$ cat src/rtl/spinand_regctl_pkg.sv
package spinand_regctl_pkg;
  localparam int BYTE_W = 8;
  localparam int ID_W   = 2 * BYTE_W;

  typedef enum logic [2:0] {
    OP_GET_FEAT = 3'd0,
    OP_SET_FEAT = 3'd1,
    OP_READ_ID  = 3'd2,
    OP_POLL     = 3'd3,
    OP_UNLOCK   = 3'd4
  } host_op_e;

  localparam logic [BYTE_W-1:0] NAND_GET_FEAT = 8'h0F;
  localparam logic [BYTE_W-1:0] NAND_SET_FEAT = 8'h1F;
  localparam logic [BYTE_W-1:0] NAND_READ_ID  = 8'h9F;
  localparam logic [BYTE_W-1:0] REG_STATUS    = 8'hC0;
  localparam logic [BYTE_W-1:0] REG_LOCK_1ST  = 8'hB0;
  localparam logic [BYTE_W-1:0] REG_LOCK_2ND  = 8'hA0;
  localparam logic [BYTE_W-1:0] FILL_BYTE     = 8'h00;
  localparam logic [BYTE_W-1:0] TIMEOUT_CODE  = 8'hFF;

  function automatic logic op_known(logic [2:0] op);
    return op <= 3'd4;
  endfunction

  // Byte sent at position idx of frame frm for a given host op.
  function automatic logic [BYTE_W-1:0] script_byte(host_op_e op, logic frm,
                                                    logic [1:0] idx,
                                                    logic [BYTE_W-1:0] addr,
                                                    logic [BYTE_W-1:0] wdata);
    logic [BYTE_W-1:0] b;
    b = FILL_BYTE;
    case (op)
      OP_GET_FEAT: b = (idx == 2'd0) ? NAND_GET_FEAT : (idx == 2'd1) ? addr : FILL_BYTE;
      OP_SET_FEAT: b = (idx == 2'd0) ? NAND_SET_FEAT : (idx == 2'd1) ? addr : wdata;
      OP_READ_ID:  b = (idx == 2'd0) ? NAND_READ_ID : FILL_BYTE;
      OP_POLL:     b = (idx == 2'd0) ? NAND_GET_FEAT : (idx == 2'd1) ? REG_STATUS : FILL_BYTE;
      OP_UNLOCK:   b = (idx == 2'd0) ? NAND_SET_FEAT :
                       (idx == 2'd1) ? (frm ? REG_LOCK_2ND : REG_LOCK_1ST) : FILL_BYTE;
      default:     b = FILL_BYTE;
    endcase
    return b;
  endfunction

  // Index of the last byte of a frame (status wait: last fixed byte).
  function automatic logic [1:0] script_last_idx(host_op_e op);
    return (op == OP_READ_ID) ? 2'd3 : 2'd2;
  endfunction

  function automatic logic script_last_frame(host_op_e op, logic frm);
    return (op == OP_UNLOCK) ? frm : 1'b1;
  endfunction
endpackage

$ cat src/rtl/spinand_script.sv
module spinand_script
  import spinand_regctl_pkg::*;
(
  input  host_op_e          op,
  input  logic              frm,
  input  logic [1:0]        idx,
  input  logic [BYTE_W-1:0] addr,
  input  logic [BYTE_W-1:0] wdata,
  output logic [BYTE_W-1:0] tx_byte,
  output logic              last_idx,
  output logic              last_frame,
  output logic              status_phase
);
  always_comb begin
    tx_byte      = script_byte(op, frm, idx, addr, wdata);
    last_idx     = (idx == script_last_idx(op));
    last_frame   = script_last_frame(op, frm);
    status_phase = (op == OP_POLL) && (idx >= 2'd2);
  end
endmodule

$ cat src/rtl/spinand_poll_timer.sv
module spinand_poll_timer #(
  parameter int LIMIT = 100000
) (
  input  logic clk,
  input  logic rst_n,
  input  logic load,
  output logic expired
);
  localparam int CW = $clog2(LIMIT + 1);
  localparam logic [CW-1:0] LOAD_VAL = CW'(LIMIT);

  logic [CW-1:0] remaining;

  always_ff @(posedge clk or negedge rst_n) begin
    if (!rst_n)                remaining <= '0;
    else if (load)             remaining <= LOAD_VAL;
    else if (remaining != '0)  remaining <= remaining - 1'b1;
  end

  assign expired = (remaining == '0);
endmodule

$ cat src/rtl/spinand_capture.sv
module spinand_capture
  import spinand_regctl_pkg::*;
(
  input  logic              clk,
  input  logic              rst_n,
  input  logic              clear,
  input  logic              rx_evt,
  input  logic              timeout_evt,
  input  host_op_e          op,
  input  logic [1:0]        idx,
  input  logic [BYTE_W-1:0] rx,
  output logic [BYTE_W-1:0] result,
  output logic [ID_W-1:0]   id
);
  always_ff @(posedge clk or negedge rst_n) begin
    if (!rst_n) begin
      result <= '0;
      id     <= '0;
    end else if (clear) begin
      result <= '0;
    end else if (timeout_evt) begin
      result <= TIMEOUT_CODE;
    end else if (rx_evt) begin
      case (op)
        OP_GET_FEAT: if (idx == 2'd2) result <= rx;
        OP_POLL:     if (idx >= 2'd2) result <= rx;
        OP_READ_ID: begin
          if (idx == 2'd2) id[BYTE_W-1:0]    <= rx;
          if (idx == 2'd3) id[ID_W-1:BYTE_W] <= rx;
        end
        default: ;
      endcase
    end
  end
endmodule

$ cat src/rtl/spinand_regctl.sv
module spinand_regctl
  import spinand_regctl_pkg::*;
#(
  parameter int POLL_LIMIT = 100000
) (
  input  logic              clk,
  input  logic              rst_n,
  input  logic              cmd_start,
  input  logic [2:0]        cmd_op,
  input  logic [BYTE_W-1:0] cmd_addr,
  input  logic [BYTE_W-1:0] cmd_wdata,
  output logic              cmd_done,
  output logic [BYTE_W-1:0] cmd_result,
  output logic [ID_W-1:0]   cmd_id,
  output logic              cs_n,
  output logic              xfer_req,
  output logic [BYTE_W-1:0] xfer_tx,
  input  logic              xfer_ack,
  input  logic [BYTE_W-1:0] xfer_rx
);
  typedef enum logic [2:0] {S_IDLE, S_SEL, S_XFER, S_NEXT, S_DESEL, S_DONE} eng_state_e;

  eng_state_e        state;
  host_op_e          op_q;
  logic [BYTE_W-1:0] addr_q, wdata_q, rx_q;
  logic              frame_q;
  logic [1:0]        idx_q;

  // Named internal events
  logic accept, rx_evt, timer_load, timer_expired;
  logic last_idx, last_frame, status_phase;
  logic ready_evt, timeout_evt, frame_end, eng_busy;

  spinand_script u_script (
    .op(op_q), .frm(frame_q), .idx(idx_q), .addr(addr_q), .wdata(wdata_q),
    .tx_byte(xfer_tx), .last_idx(last_idx), .last_frame(last_frame),
    .status_phase(status_phase)
  );

  spinand_poll_timer #(.LIMIT(POLL_LIMIT)) u_timer (
    .clk(clk), .rst_n(rst_n), .load(timer_load), .expired(timer_expired)
  );

  spinand_capture u_capture (
    .clk(clk), .rst_n(rst_n), .clear(accept), .rx_evt(rx_evt),
    .timeout_evt(timeout_evt), .op(op_q), .idx(idx_q), .rx(xfer_rx),
    .result(cmd_result), .id(cmd_id)
  );

  assign eng_busy    = (state != S_IDLE);
  assign accept      = (state == S_IDLE) && cmd_start && op_known(cmd_op);
  assign rx_evt      = (state == S_XFER) && xfer_ack;
  assign timer_load  = rx_evt && (op_q == OP_POLL) && (idx_q == 2'd1);
  assign ready_evt   = (state == S_NEXT) && status_phase && (rx_q == '0);
  assign timeout_evt = (state == S_NEXT) && status_phase && (rx_q != '0) && timer_expired;
  assign frame_end   = status_phase ? ((rx_q == '0) || timer_expired) : last_idx;

  always_ff @(posedge clk or negedge rst_n) begin
    if (!rst_n) begin
      state   <= S_IDLE;
      op_q    <= OP_GET_FEAT;
      addr_q  <= '0;
      wdata_q <= '0;
      rx_q    <= '0;
      frame_q <= 1'b0;
      idx_q   <= '0;
    end else begin
      case (state)
        S_IDLE: if (accept) begin
          op_q    <= host_op_e'(cmd_op);
          addr_q  <= cmd_addr;
          wdata_q <= cmd_wdata;
          frame_q <= 1'b0;
          idx_q   <= '0;
          state   <= S_SEL;
        end
        S_SEL: state <= S_XFER;
        S_XFER: if (xfer_ack) begin
          rx_q  <= xfer_rx;
          state <= S_NEXT;
        end
        S_NEXT: begin
          if (frame_end) state <= S_DESEL;
          else begin
            if (!status_phase) idx_q <= idx_q + 1'b1;
            state <= S_XFER;
          end
        end
        S_DESEL: begin
          if (last_frame) state <= S_DONE;
          else begin
            frame_q <= 1'b1;
            idx_q   <= '0;
            state   <= S_SEL;
          end
        end
        S_DONE:  state <= S_IDLE;
        default: state <= S_IDLE;
      endcase
    end
  end

  assign cs_n     = !((state == S_SEL) || (state == S_XFER) || (state == S_NEXT));
  assign xfer_req = (state == S_XFER);
  assign cmd_done = (state == S_DONE);
endmodule


$ cat config.mk
export PLATFORM = sky130hd
export DESIGN_NAME = spinand_regctl
export DESIGN_NICKNAME = d
export VERILOG_FILES = /design/src/rtl/spinand_regctl_pkg.sv /design/src/rtl/spinand_script.sv /design/src/rtl/spinand_poll_timer.sv /design/src/rtl/spinand_capture.sv /design/src/rtl/spinand_regctl.sv
export SDC_FILE = /design/constraint.sdc
export NUM_CORES = 1
export LEC_CHECK = 0
export ABC_CLOCK_PERIOD_IN_PS = 4030
export CORE_ASPECT_RATIO = 0.7
export CORE_MARGIN = 4
export CORE_UTILIZATION = 43
export CTS_BUF_LIST = sky130_fd_sc_hd__clkbuf_8
export CTS_CLUSTER_SIZE = 16
export DETAILED_ROUTE_END_ITERATION = 12
export GPL_ROUTABILITY_DRIVEN = 0
export GPL_TIMING_DRIVEN = 0
export MAX_ROUTING_LAYER = met4
export PLACE_DENSITY = 0.74
export SETUP_SLACK_MARGIN = 0.3
export SYNTH_ARGS = -nofsm -noshare
export SYNTH_HDL_FRONTEND = slang
export SYNTH_SLANG_ARGS = --single-unit
$ cat constraint.sdc
create_clock -name clk -period 4.03 [get_ports clk]
set_input_delay 0.806 -clock clk [delete_from_list [all_inputs] [get_ports clk]]
set_output_delay 0.806 -clock clk [all_outputs]
set_load 0.01 [all_outputs]
# Word level (Yosys, flattened, before mapping)
# Cells that the tools add are included.
[totals]
input_bits = 31
output_inout_bits = 35
reg_bits = 74
[classes]
n_eq_ne = 20
addsub = 2
reduce_logical = 33
mux = 35
bitwise_logic = 2
n_lt_le_gt_ge = 2
[ops]
columns = ["op", "count"]
rows = [
  ["8-bit 2-to-1 mux", 14],
  ["8-bit case mux with 5 select lines", 1],
  ["17-bit 2-to-1 mux", 2],
  ["17-bit logical NOT", 1],
  ["17-bit nonzero test", 1],
  ["17-bit by 1-bit subtractor with 17-bit output (second input constant)", 1],
  ["8-bit case mux with 2 select lines", 1],
  ["3-bit case mux with 5 select lines", 1],
  ["5-bit AND reduction", 3],
  ["3-bit by 2-bit == test with 1-bit output (second input constant)", 4],
  ["3-bit 2-to-1 mux", 4],
  ["3-bit == test (second input constant)", 3],
  ["1-bit logical AND", 9],
  ["8-bit logical NOT", 1],
  ["2-bit 2-to-1 mux", 4],
  ["2-bit inequality test (second input constant)", 4],
  ["4-bit by 3-bit inequality test with 1-bit output (second input constant)", 2],
  ["8-bit nonzero test", 1],
  ["3-bit by 1-bit == test with 1-bit output (second input constant)", 2],
  ["3-bit logical NOT", 2],
  ["2-bit case mux with 3 select lines", 1],
  ["2-bit AND reduction", 3],
  ["3-bit nonzero test", 2],
  ["1-bit 2-to-1 mux", 5],
  ["17 further kinds", 22],
]

# Logic depth before layout (Yosys ltp)
# Gate-level depths: netlist of the first run.
[logic_depth]
ltp_word = 7
mapped_depth = 8
mapped_depth_nobuf = 7

# Cells and area by module
# Synthesis of the first run repeated with hierarchy kept, for this count alone.
[unflattened]
cells_unflattened = 347
area_unflattened_um2 = 4037.6
[by_module_without_submodules]
columns = ["module", "seq_area_each_um2", "instances", "cells_each", "area_each_um2"]
rows = [
  ["spinand_regctl", 825.8, 1, 106, 1517.7],
  ["spinand_capture", 600.6, 1, 89, 1157.4],
  ["spinand_poll_timer", 425.4, 1, 98, 998.5],
  ["spinand_script", 0.0, 1, 54, 364.1],
]

# Worst setup path before layout of the first run
# No wires, ideal clock.
[synth_timing]
kind = "register to output"
from = "reg idx_q[1]"
to = "out xfer_tx[0]"
stages_incl_launch_ff = 6
n_path_buf = 1
required_time_ps = 3224
slack_ps = 1618
arrival_time_ps = 1606
path_cell_list = "dfrtp_1 -> inv_1 -> ha_1 -> clkbuf_1 -> a21oi_1 -> o311ai_0"
[synth_between]
elab_chain_len = 4
word_cells_on_any_way = 11
classes_between = "eq/ne: 1; mux: 9; reduce/logical: 1"
[synth_lines]
columns = ["element", "line", "text"]
rows = [
  ["start: declaration", "spinand_regctl.sv:27", "logic [1:0] idx_q;"],
  ["start signal: assignment", "spinand_regctl.sv:85", "if (!status_phase) idx_q <= idx_q + 1'b1;"],
  ["2-bit by 1-bit == test with 1-bit output", "spinand_regctl_pkg.sv:34, spinand_regctl_pkg.sv:35, spinand_regctl_pkg.sv:39", ""],
  ["8-bit 2-to-1 mux (on tied branches)", "spinand_regctl_pkg.sv:39, spinand_regctl_pkg.sv:34, spinand_regctl_pkg.sv:35", ""],
  ["8-bit 2-to-1 mux (on tied branches)", "spinand_regctl_pkg.sv:38, spinand_regctl_pkg.sv:34, spinand_regctl_pkg.sv:35", ""],
  ["8-bit case mux with 5 select lines *", "spinand_regctl_pkg.sv:33", "case (op)"],
  ["end: declaration", "spinand_regctl.sv:17", "output logic [BYTE_W-1:0] xfer_tx,"],
]
# Every way passes the cells marked *; elsewhere a longest branch is shown, timed or not.

# Worst setup path in the final report of the first run
[layout_timing]
from = "reg idx_q[1]"
to = "out xfer_tx[7]"
[layout_between]
elab_chain_len = 4
word_cells_on_any_way = 12
classes_between = "eq/ne: 1; mux: 10; reduce/logical: 1"
[layout_lines]
columns = ["element", "line"]
rows = [
  ["2-bit by 1-bit == test with 1-bit output", "--"],
  ["8-bit 2-to-1 mux (on tied branches) (2 in a row)", "--"],
  ["8-bit case mux with 5 select lines *", "spinand_regctl_pkg.sv:33"],
]
# Marked as above.

==> load_flow_metrics.sql, run 1 <==
INSERT INTO impl_metrics (metric_group, metric, value, unit) VALUES
('run_status', 'outcome', 'finished clean', ''),
('yosys', 'synth_mux_area_share', '13.7', '%'),
('placement', 'io_buffer_count', '65', ''),
('worst_hold_path', 'class_of_the_worst_hold_path', 'in -> async', ''),
('worst_setup_path', 'critical-path-max-stage-delay', '0.58', 'ns'),
('cts', 'clock_latency', '0.35', 'ns'),
('yosys', 'synth-xor-area-share', '2.85', '%'),
('yosys', 'synth.net_count', '364', ''),
('worst_setup_path', 'worst_setup_path_end_kind', 'primary output', ''),
('yosys', 'synth_commonest_cells', 'dfrtp_1 (74), mux2_2 (43), nor2_1 (31)', ''),
('cts', 'cts_hold_buffers', '0', ''),
('yosys', 'yosys.area.top_type_share', '50.1', '%'),
('grt', 'grt_first_pass_wirelength', '14700', 'um'),
('cts', 'post-cts-setup-buffers', '0', ''),
('worst_setup_path', 'critPathArrivalTime', '2.72', 'ns'),
('grt', 'overflow', '0', ''),
('placement', 'detailed_place_hpwl', '6330', 'um'),
('grt', 'track_usage', '18.5', '%'),
('finish', 'num-fill-cells', '674', ''),
('pwr', 'cell_pwr_density', '696', 'nW/um^2'),
('pwr', 'power.share.switching', '35.9', '%'),
('die', 'floorplan.die.height', '85.5', 'um'),
('cts', 'resized_after_cts', '0', ''),
('yosys', 'share_of_synthesized_area_occupied_by_flip_flops_and_latches', '50.1', '%'),
('sta', 'fin_crit_sh', '87.4', '%'),
('cts', 'cts.htree.levels', '3', ''),
('yosys', 'postSynth.asyncResetShare', '100', '%'),
('pwr', 'maximum_vdd_ir_drop', '0.423', 'mV'),
('yosys', 'yosys_register_bits', '74', ''),
('cts', 'cts.clk_slew.worst_paths', '0.08', 'ns'),
('die', 'design.core.area', '8110', 'sq um'),
('routing', 'drt_drc_violations_left', '0', ''),
('grt', 'vias_in_the_first_global_route', '2899', ''),
('routing', 'route.vias.total', '2904', ''),
('die', 'initial_utilization', '45.6', '%'),
('pwr', 'static_leakage', '1.97', 'nW'),
('worst_setup_path', 'crit_type', 'reg -> out', ''),
('pwr', 'netSwitchingPower', '1.17', 'mW'),
('yosys', 'yosysWarnings', '0', ''),
('sta', 'worst_slew_margin_rel', '40.4', '%'),
('finish', 'diodes', '0', ''),
('sta', 'final-max-slew-violation-count', '0', ''),
('sta', 'totalNegativeSetupSlack', '0', 'ns'),
('yosys', 'synth_top_family_by_area', 'simple AND/OR/NAND/NOR gates', ''),
('finish', 'count_of_nets_after_finishing', '441', ''),
('cts', 'cts-buffers-inserted', '9', ''),
('routing', 'drt_total_wl', '8720', 'um'),
('die', 'io_pins', '66', ''),
('worst_setup_path', 'cp_data_required_time', '3.22', 'ns'),
('cts', 'cts_max_path_buffers', '2', ''),
('yosys', 'count_leader_synth', 'dfrtp_1', ''),
('worst_setup_path', 'critical_path.slowest_cell', 'clkdlybuf4s50_1', ''),
('job', 'drv.max_cap_violation_count', '0', ''),
('finish', 'ff_latch_area', '1850', 'sq um'),
('pwr', 'p_clk_share', '17.0', '%'),
('grt', 'grt_max_degree', '69', ''),
('pwr', 'combPwrFrac', '44.3', '%'),
('die', 'row_count', '27', ''),
('yosys', 'synth_area', '3690', 'sq um'),
('pwr', 'internal_power', '2.09', 'mW'),
('pwr', 'power.share.sequential', '38.7', '%'),
('placement', 'dpl.cell_count', '494', ''),
('routing', 'route.detailed.wl_per_inst', '17.1', 'um'),
('sta', 'fmaxAchievable', '284', 'MHz'),
('die', 'fp.dieArea', '10200', 'sq um'),
('sta', 'final-setup-viol-count', '0', ''),
('cts', 'cts.sink_count', '74', ''),
('yosys', 'synth_compound_gate_area_share', '10.7', '%'),
('yosys', 'synthDistinctLibCells', '50', ''),
('grt', 'grt_antenna_before_repair', '0', ''),
('finish', 'area_growth', '26.7', '%');
[kinds of logic (layout without fill, tap and decap cells)]
| logic type | count (synthesis) | count (layout) |
|---|---|---|
| and+or+nand+nor | 111 | 111 |
| DFF | 74 | 74 |
| AOI/OAI and AO/OA | 56 | 56 |
| muxes | 45 | 45 |
| buffers and inverters | 23 | 104 |
| xor gates and xnor gates | 12 | 12 |
| adders and majority gates | 6 | 6 |
[registers in the layout, indices dropped and copies added (netlist names), 2 cells and up]
signal / flops
rx_q: 8
idx_q: 2
addr_q: 8
u_timer.remaining: 17
u_capture.id: 16
op_q: 3
wdata_q: 8
state: 3
u_capture.result: 8
[metrics by stage]
stage / util (%) / cell area, sq um / worst slack [ns] / power (mW) / hold slack (ns)
after global routing: 57.7 / 4680 / 0.313 / 3.47 / 0.255
after detailed placement: 55.4 / 4500 / 0.769 / 2.71 / 0.492
after floorplan: - / 3690 / 1.62 / 2.07 / 0.465
after global placement: 55.1 / 4470 / -0.381 / 2.65 / 0.485
final: 57.7 / 4680 / 0.507 / 3.26 / 0.264
after CTS: 57.7 / 4680 / 0.528 / 3.27 / 0.255
[cell type report]
type / instances / area share (%)
tap: 101 / 2.70
clock inverter: 6 / 1.31
inverter: 8 / 0.642
timing repair buffer: 66 / 14.4
buffer: 15 / 1.39
sequential: 74 / 39.6
multi-input combinational: 230 / 37.3
clock buffer: 9 / 2.65
[metal layers]
metal	routed length (um)	share of wire [%]	GRT usage (%)
met1	4260	49	25.7
met2	3820	44	26.7
met3	523	6.0	4.61
met4	115	1.3	5.57
met5	0	0	-
[power groups by stage]
| stage | sequential, mW | clock [mW] | combinational, mW |
|---|---|---|---|
| CTS | 1.26 | 0.562 | 1.45 |
| detailed placement | 1.27 | 0 | 1.45 |
| global placement | 1.25 | 0 | 1.40 |
| finish | 1.26 | 0.553 | 1.44 |
| global route | 1.30 | 0.593 | 1.58 |
| floorplan | 1.27 | 0 | 0.799 |
[critical path, delay by kind of cell, from the launching register on]
kind	cells	cell delay [ns]
buffers and inverters	3	1.07
DFF	1	0.47
AOI/OAI and AO/OA	3	0.45
adders and majority gates	1	0.28
and+or+nand+nor	1	0.09
[worst paths after layout]
kind / startpoint / slack (ns) / end / cells after the start
worst max-delay path: idx_q[1] / 0.51 / xfer_tx[7] / 8
worst min-delay path: rst_n / 0.26 / u_timer.remaining[0] / 1
worst max register to register: idx_q[0] / 1.33 / u_capture.result[6] / 7
worst min register to register: rx_q[1] / 0.51 / rx_q[1] / 1
max in group asynchronous: rst_n / 3.22 / wdata_q[0] / 2
min in group clk: rx_q[1] / 0.51 / rx_q[1] / 1
[placed cells by master, fill, tap and decap left out, types with 3 or more instances in the layout]
cell,instances
mux2_2,43
a21oi_1,12
or4_1,3
inv_1,10
nor4_1,3
clkbuf_1,12
nor2_1,31
and3_1,3
o21ai_0,10
nand3b_1,5
xnor2_1,10
nand3_1,4
dfrtp_1,74
nor4_4,5
clkdlybuf4s50_1,64
nor3_1,6
or3_1,3
nand2b_1,7
a211o_1,8
ha_1,6
or4_4,3
nand2_1,29
o311ai_0,5
clkbuf_8,9
a31oi_1,3
Power figures use the tool's default switching activity.
==> run 2: changes to the inputs <==
Settings changed: REMOVE_ABC_BUFFERS set to 1.
==> run 2 against run 1 <==
- clock-buffer cell count rose by 1
- worst hold slack got worse by 0.023 ns
- worst setup slack improved by 0.076 ns
- combinational power fell by 3%
==> load_flow_metrics.sql, run 2 (synthesis gave the netlist of run 1 again) <==
INSERT INTO impl_metrics (metric_group, metric, value, unit) VALUES
('die', 'floorplan.die.height', '85.5', 'um'),
('grt', 'grt.busiest_layer', 'met2', ''),
('sta', 'post-route-worst-setup-slack', '0.583', 'ns'),
('worst_setup_path', 'worst_setup_path_end_kind', 'primary output', ''),
('finish', 'largestRegisters', 'u_timer.remaining x17, u_capture.id x16', ''),
('routing', 'route.antenna.remaining_nets', '0', ''),
('grt', 'grt_max_degree', '73', ''),
('pwr', 'cell_pwr_density', '695', 'nW/um^2'),
('sta', 'totalNegativeSetupSlack', '0', 'ns'),
('finish', 'diodes', '0', ''),
('die', 'fp.dieArea', '10200', 'sq um'),
('run_status', 'outcome', 'finished clean', ''),
('cts', 'cts_max_path_buffers', '2', ''),
('sta', 'finalHoldViolations', '0', ''),
('cts', 'cts_hold_buffers', '0', ''),
('pwr', 'post-layout-total-power', '3.25', 'mW'),
('routing', 'drt_pass1_iterations', '4', ''),
('finish', 'mostFrequentLayoutCells', 'dfrtp_1 (74), clkdlybuf4s50_1 (64), mux2_2 (43)', ''),
('job', 'drv.max_cap_violation_count', '0', ''),
('worst_setup_path', 'crit_type', 'reg -> out', ''),
('grt', 'global_route.usage.met1', '22.9', '%'),
('grt', 'vias_in_the_first_global_route', '2818', ''),
('sta', 'finalClockSkew', '0.00575', 'ns'),
('worst_setup_path', 'cp_data_required_time', '3.22', 'ns'),
('grt', 'gr-usage-met3', '6.06', '%'),
('sta', 'grt_setup_unrepaired', 'no', ''),
('routing', 'post_drt_via_cell_ratio', '5.55', ''),
('finish', 'num-fill-cells', '701', ''),
('grt', 'overflow', '0', ''),
('sta', 'fmaxAchievable', '290', 'MHz'),
('cts', 'clock_tree_from_tritoncts', 'done', ''),
('cts', 'cts-buffers-inserted', '9', ''),
('routing', 'detail_route.iter0.violations', '146', ''),
('cts', 'cts.sink_count', '74', ''),
('placement', 'io_buffer_count', '65', ''),
('finish', 'area_growth', '26.5', '%'),
('die', 'design.core.area', '8110', 'sq um'),
('worst_setup_path', 'setup.worst_path.start_class', 'flop', ''),
('die', 'io_pins', '66', ''),
('worst_hold_path', 'class_of_the_worst_hold_path', 'in -> async', ''),
('grt', 'grt_antenna_before_repair', '0', ''),
('cts', 'post-cts-setup-buffers', '0', ''),
('pwr', 'maximum_vdd_ir_drop', '0.363', 'mV'),
('die', 'initial_utilization', '45.6', '%'),
('grt', 'grt_first_pass_wirelength', '13800', 'um'),
('cts', 'cts.htree.levels', '3', ''),
('cts', 'cts_root_buf', 'clkbuf_8', ''),
('worst_setup_path', 'critical_path_peak_fanout', '14', ''),
('routing', 'drt_drc_violations_left', '0', ''),
('finish', 'final_common_cell', 'dfrtp_1', ''),
('placement', 'detailed_place_hpwl', '5750', 'um'),
('worst_setup_path', 'critical-path-max-stage-delay', '0.59', 'ns'),
('worst_setup_path', 'timing.critical_path.cells', 'inv_1, ha_1, mux2i_1, nor2_1, a31oi_1, o21ai_0, clkdlybuf4s50_1', ''),
('sta', 'timing.final.crit_period', '3.45', 'ns'),
('routing', 'route.vias.total', '2754', ''),
('pwr', 'static_leakage', '1.98', 'nW'),
('finish', 'top_register', 'u_timer.remaining', ''),
('cts', 'cts.clk_slew.worst_paths', '0.07', 'ns'),
('cts', 'resized_after_cts', '0', ''),
('grt', 'grt_util_met2', '25.4', '%'),
('sta', 'fin_crit_sh', '85.5', '%'),
('finish', 'share_of_cells_above_drive_strength_1', '20.0', '%'),
('die', 'row_count', '27', ''),
('cts', 'clock_latency', '0.35', 'ns'),
('sta', 'final-setup-viol-count', '0', ''),
('sta', 'worst_slew_margin_rel', '39.3', '%'),
('worst_setup_path', 'critical_path.slowest_cell', 'clkdlybuf4s50_1', ''),
('sta', 'worst_hold_slack', '0.241', 'ns'),
('routing', 'route.detailed.wl_per_inst', '16.6', 'um'),
('worst_setup_path', 'critPathArrivalTime', '2.64', 'ns'),
('finish', 'count_of_nets_after_finishing', '427', ''),
('routing', 'drt_total_wl', '8230', 'um'),
('grt', 'track_usage', '17.5', '%'),
('sta', 'final-max-slew-violation-count', '0', ''),
('sta', 'tightest_slew', '0.911', 'ns'),
('die', 'floorplan.die.width', '119', 'um'),
('finish', 'largest_reg_flops', '17', ''),
('placement', 'place_ws', '0.906', 'ns');
## run 2: cell count changes in the layout (fill, tap and decap cells not counted)
| cell | delta |
|---|---|
| buf_1 | -1 |
| inv_1 | -1 |
| clkbuf_8 | +1 |
| clkinvlp_4 | -2 |
| clkinv_2 | +3 |
| nor3_1 | -1 |
| a2111oi_2 | -1 |
| nor3_2 | +1 |
| buf_6 | -1 |
| clkbuf_1 | -12 |
| buf_2 | -1 |
| a2111oi_4 | +1 |
| buf_16 | +1 |
## run 2: metrics by stage
step	cells	area (sq um)	util [%]
5_1_grt	496	4670	57.6
6_report	496	4670	57.6
2_1_floorplan	312	3630	-
3_5_place_dp	480	4470	55.1
4_1_cts	496	4670	57.5
3_3_place_gp	478	4410	54.3
## run 2: final timing paths
path / endpoint / depth (start not counted) / slack, ns / start
max: xfer_tx[7] / 7 / 0.58 / idx_q[1]
min: wdata_q[1] / 1 / 0.24 / rst_n
max reg2reg: u_capture.result[3] / 5 / 1.20 / u_timer.remaining[11]
min reg2reg: u_capture.id[14] / 1 / 0.51 / u_capture.id[14]
max in group asynchronous: u_timer.remaining[6] / 2 / 3.26 / rst_n
min in group clk: u_capture.id[14] / 1 / 0.51 / u_capture.id[14]
## run 2: worst max-delay path, delay by kind of cell (launching register included)
kind	cells	cell delay [ns]
compound gates	2	0.32
fa+ha+maj	1	0.51
buf+inv	2	0.70
flops	1	0.47
mux	1	0.14
simple gates	1	0.15
## run 2: layout make-up
class                   count  area, sq um  area share [%]
well taps                 101          126            2.71
clock buffers              10          138            2.95
repair buffers             67          703            15.1
multi-input cells         230         1760            37.8
clock inverters             6         57.6            1.23
flip-flops and latches     74         1850            39.6
inverters                   8         30.0           0.643
## run 2: where the power goes
part | switching [mW] | total (mW) | internal (mW) | leakage [nW]
Clock | 0.271 | 0.569 | 0.298 | 0.107
Sequential | 0.245 | 1.29 | 1.04 | 0.899
Combinational | 0.623 | 1.39 | 0.767 | 0.971
## run 2: layer usage
metal / wire [um] / vias up
met5: 0 / -
met2: 3660 / 92
met4: 121 / 0
met3: 602 / 11
met1: 3850 / 1342
li1: - / 1309
==> run 3: changes to the inputs <==
Settings changed: ABC_CLOCK_PERIOD_IN_PS 4030 to 3700, CORE_MARGIN 4 to not set.
Clock period 4.03 ns to 3.7 ns, I/O delays scaled along.
==> run 3 against run 2 <==
- global-route usage increased by 3.5 points
- die area decreased by 12%
- combinational power up 9%
- routed wire length up 0.72%
- highest routed layer unchanged
==> load_flow_metrics.sql, run 3 (synthesis gave the netlist of run 1 again) <==
INSERT INTO impl_metrics (metric_group, metric, value, unit) VALUES
('finish', 'largest_reg_flops', '17', ''),
('pwr', 'static_leakage', '1.97', 'nW'),
('cts', 'cts_root_buf', 'clkbuf_8', ''),
('routing', 'drt_total_wl', '8290', 'um'),
('run_status', 'outcome', 'finished clean', ''),
('worst_setup_path', 'critPathArrivalTime', '2.48', 'ns'),
('pwr', 'combPwrFrac', '42.8', '%'),
('pwr', 'p_clk_share', '17.7', '%'),
('sta', 'final-max-slew-violation-count', '0', ''),
('sta', 'finalHoldViolations', '0', ''),
('finish', 'num-fill-cells', '661', ''),
('finish', 'diodes', '0', ''),
('cts', 'cts.sink_count', '74', ''),
('routing', 'route.detailed.wl_per_inst', '16.7', 'um'),
('finish', 'finish.cell_count_without_fillers', '496', ''),
('grt', 'grt_util_met2', '31.5', '%'),
('placement', 'detailed_place_hpwl', '5850', 'um'),
('sta', 'fmaxAchievable', '311', 'MHz'),
('worst_setup_path', 'path_buf_inv', '2', ''),
('sta', 'worst_slew_margin_rel', '40.7', '%'),
('pwr', 'cell_pwr_density', '763', 'nW/um^2'),
('grt', 'gr-usage-met3', '7.06', '%'),
('sta', 'grt_setup_unrepaired', 'no', ''),
('pwr', 'power.share.switching', '35.3', '%'),
('die', 'design.core.area', '8070', 'sq um'),
('worst_setup_path', 'critical_path.slowest_cell', 'clkdlybuf4s50_1', ''),
('die', 'floorplan.die.height', '79.5', 'um'),
('placement', 'dpl.cell_count', '481', ''),
('sta', 'fin_crit_sh', '87.0', '%'),
('routing', 'route.antenna.remaining_nets', '0', ''),
('grt', 'overflow', '0', ''),
('die', 'fp.dieArea', '8970', 'sq um'),
('worst_setup_path', 'cp_data_required_time', '2.96', 'ns'),
('cts', 'cts_max_path_buffers', '2', ''),
('routing', 'post_drt_via_cell_ratio', '5.59', ''),
('cts', 'clock_latency', '0.36', 'ns'),
('finish', 'share_of_cells_above_drive_strength_1', '20.5', '%'),
('die', 'initial_utilization', '45.7', '%'),
('pwr', 'netSwitchingPower', '1.26', 'mW'),
('worst_setup_path', 'critical_path_cell_count', '7', ''),
('finish', 'count_of_nets_after_finishing', '428', ''),
('cts', 'cts.clk_slew.worst_paths', '0.08', 'ns'),
('worst_setup_path', 'crit_type', 'reg -> out', ''),
('sta', 'final-setup-viol-count', '0', ''),
('worst_setup_path', 'critical_path_peak_fanout', '13', ''),
('cts', 'cts-buffers-inserted', '9', ''),
('grt', 'global_route.usage.met1', '26.9', '%'),
('cts', 'post-cts-setup-buffers', '0', ''),
('die', 'floorplan.die.width', '113', 'um'),
('job', 'drv.max_cap_violation_count', '0', ''),
('worst_setup_path', 'setup.worst_path.start_class', 'flop', ''),
('finish', 'mostFrequentLayoutCells', 'dfrtp_1 (74), clkdlybuf4s50_1 (64), mux2_2 (43)', ''),
('grt', 'grt_first_pass_wirelength', '14200', 'um'),
('grt', 'grt_antenna_before_repair', '0', ''),
('worst_setup_path', 'r2r.worst_path.cells', '5', ''),
('sta', 'tightest_slew', '0.885', 'ns'),
('worst_setup_path', 'timing.critical_path.cells', 'inv_1, ha_2, nand2b_1, a21oi_1, a31oi_1, o21ai_0, clkdlybuf4s50_1', ''),
('worst_hold_path', 'class_of_the_worst_hold_path', 'in -> async', ''),
('routing', 'drt_pass1_iterations', '4', ''),
('worst_setup_path', 'critical-path-max-stage-delay', '0.58', 'ns'),
('worst_setup_path', 'critPathTopFamily', 'buffers and inverters', ''),
('grt', 'track_usage', '21.0', '%'),
('sta', 'timing.final.crit_period', '3.22', 'ns'),
('placement', 'io_buffer_count', '65', ''),
('grt', 'grt.busiest_layer', 'met2', ''),
('finish', 'top_register', 'u_timer.remaining', ''),
('finish', 'largestRegisters', 'u_timer.remaining x17, u_capture.id x16', ''),
('finish', 'area_growth', '26.3', '%'),
('worst_setup_path', 'worst_setup_path_end_kind', 'primary output', ''),
('finish', 'ff_latch_area', '1850', 'sq um'),
('cts', 'cts.htree.levels', '3', ''),
('finish', 'area_used_by_multi_input_combinational_logic', '1770', 'sq um'),
('cts', 'clock_tree_from_tritoncts', 'done', ''),
('finish', 'fin_util', '57.8', '%'),
('cts', 'cts_hold_buffers', '0', ''),
('routing', 'detail_route.iter0.violations', '183', ''),
('sta', 'finalClockSkew', '0.00915', 'ns'),
('die', 'row_count', '27', ''),
('finish', 'final_common_cell', 'dfrtp_1', ''),
('grt', 'vias_in_the_first_global_route', '2860', ''),
('routing', 'drt_drc_violations_left', '0', ''),
('pwr', 'internal_power', '2.30', 'mW'),
('pwr', 'power.share.sequential', '39.5', '%'),
('routing', 'route.vias.total', '2773', ''),
('die', 'io_pins', '66', ''),
('grt', 'grt_max_degree', '52', ''),
('pwr', 'maximum_vdd_ir_drop', '0.400', 'mV');
==> run 3: final cells by class <==
| class | instances | share of cell area, % |
|---|---|---|
| Inverter | 8 | 0.644 |
| Tap cell | 101 | 2.71 |
| Clock buffer | 10 | 2.95 |
| Clock inverter | 5 | 1.18 |
| Multi-Input combinational cell | 230 | 37.9 |
| Sequential cell | 74 | 39.7 |
| Timing Repair Buffer | 68 | 14.9 |
==> run 3: final timing paths <==
kind | to | slack, ns | from
max | xfer_tx[7] | 0.48 | idx_q[0]
min | op_q[2] | 0.29 | rst_n
max reg2reg | u_capture.result[5] | 0.84 | u_timer.remaining[11]
min reg2reg | rx_q[5] | 0.51 | rx_q[5]
max in group asynchronous | u_timer.remaining[5] | 2.87 | rst_n
min in group clk | rx_q[5] | 0.51 | rx_q[5]
==> run 3: timing repair <==
action / CTS / global route
endpoints found under the setup margin: 6 / 4
pin swaps: 0 / 0
resized for setup: 2 / 2
==> run 3: power groups by stage <==
stage                     registers (mW)  logic (mW)  clock network, mW
after global routing                1.46        1.67              0.680
after detailed placement            1.42        1.50                  0
after floorplan                     1.40       0.833                  0
final                               1.41        1.52              0.630
after CTS                           1.40        1.52              0.647
after global placement              1.39        1.45                  0
==> run 3: per-layer routing <==
metal  vias to the layer above  share of wire (%)
li1                       1312                  -
met1                      1383                 47
met2                        73                 47
met3                         5                5.4
met4                         0               0.70
met5                         -                  0
==> run 3: metrics by stage <==
stage | cell area [sq um] | hold WS [ns] | setup WS [ns] | total power, mW | setup TNS, ns
floorplan | 3630 | 0.444 | 1.19 | 2.23 | 0
global placement | 4410 | 0.483 | -0.673 | 2.85 | -49.40
detailed placement | 4450 | 0.493 | 0.634 | 2.92 | 0
CTS | 4650 | 0.282 | 0.392 | 3.57 | 0
global route | 4660 | 0.286 | 0.313 | 3.81 | 0
finish | 4660 | 0.286 | 0.482 | 3.56 | 0
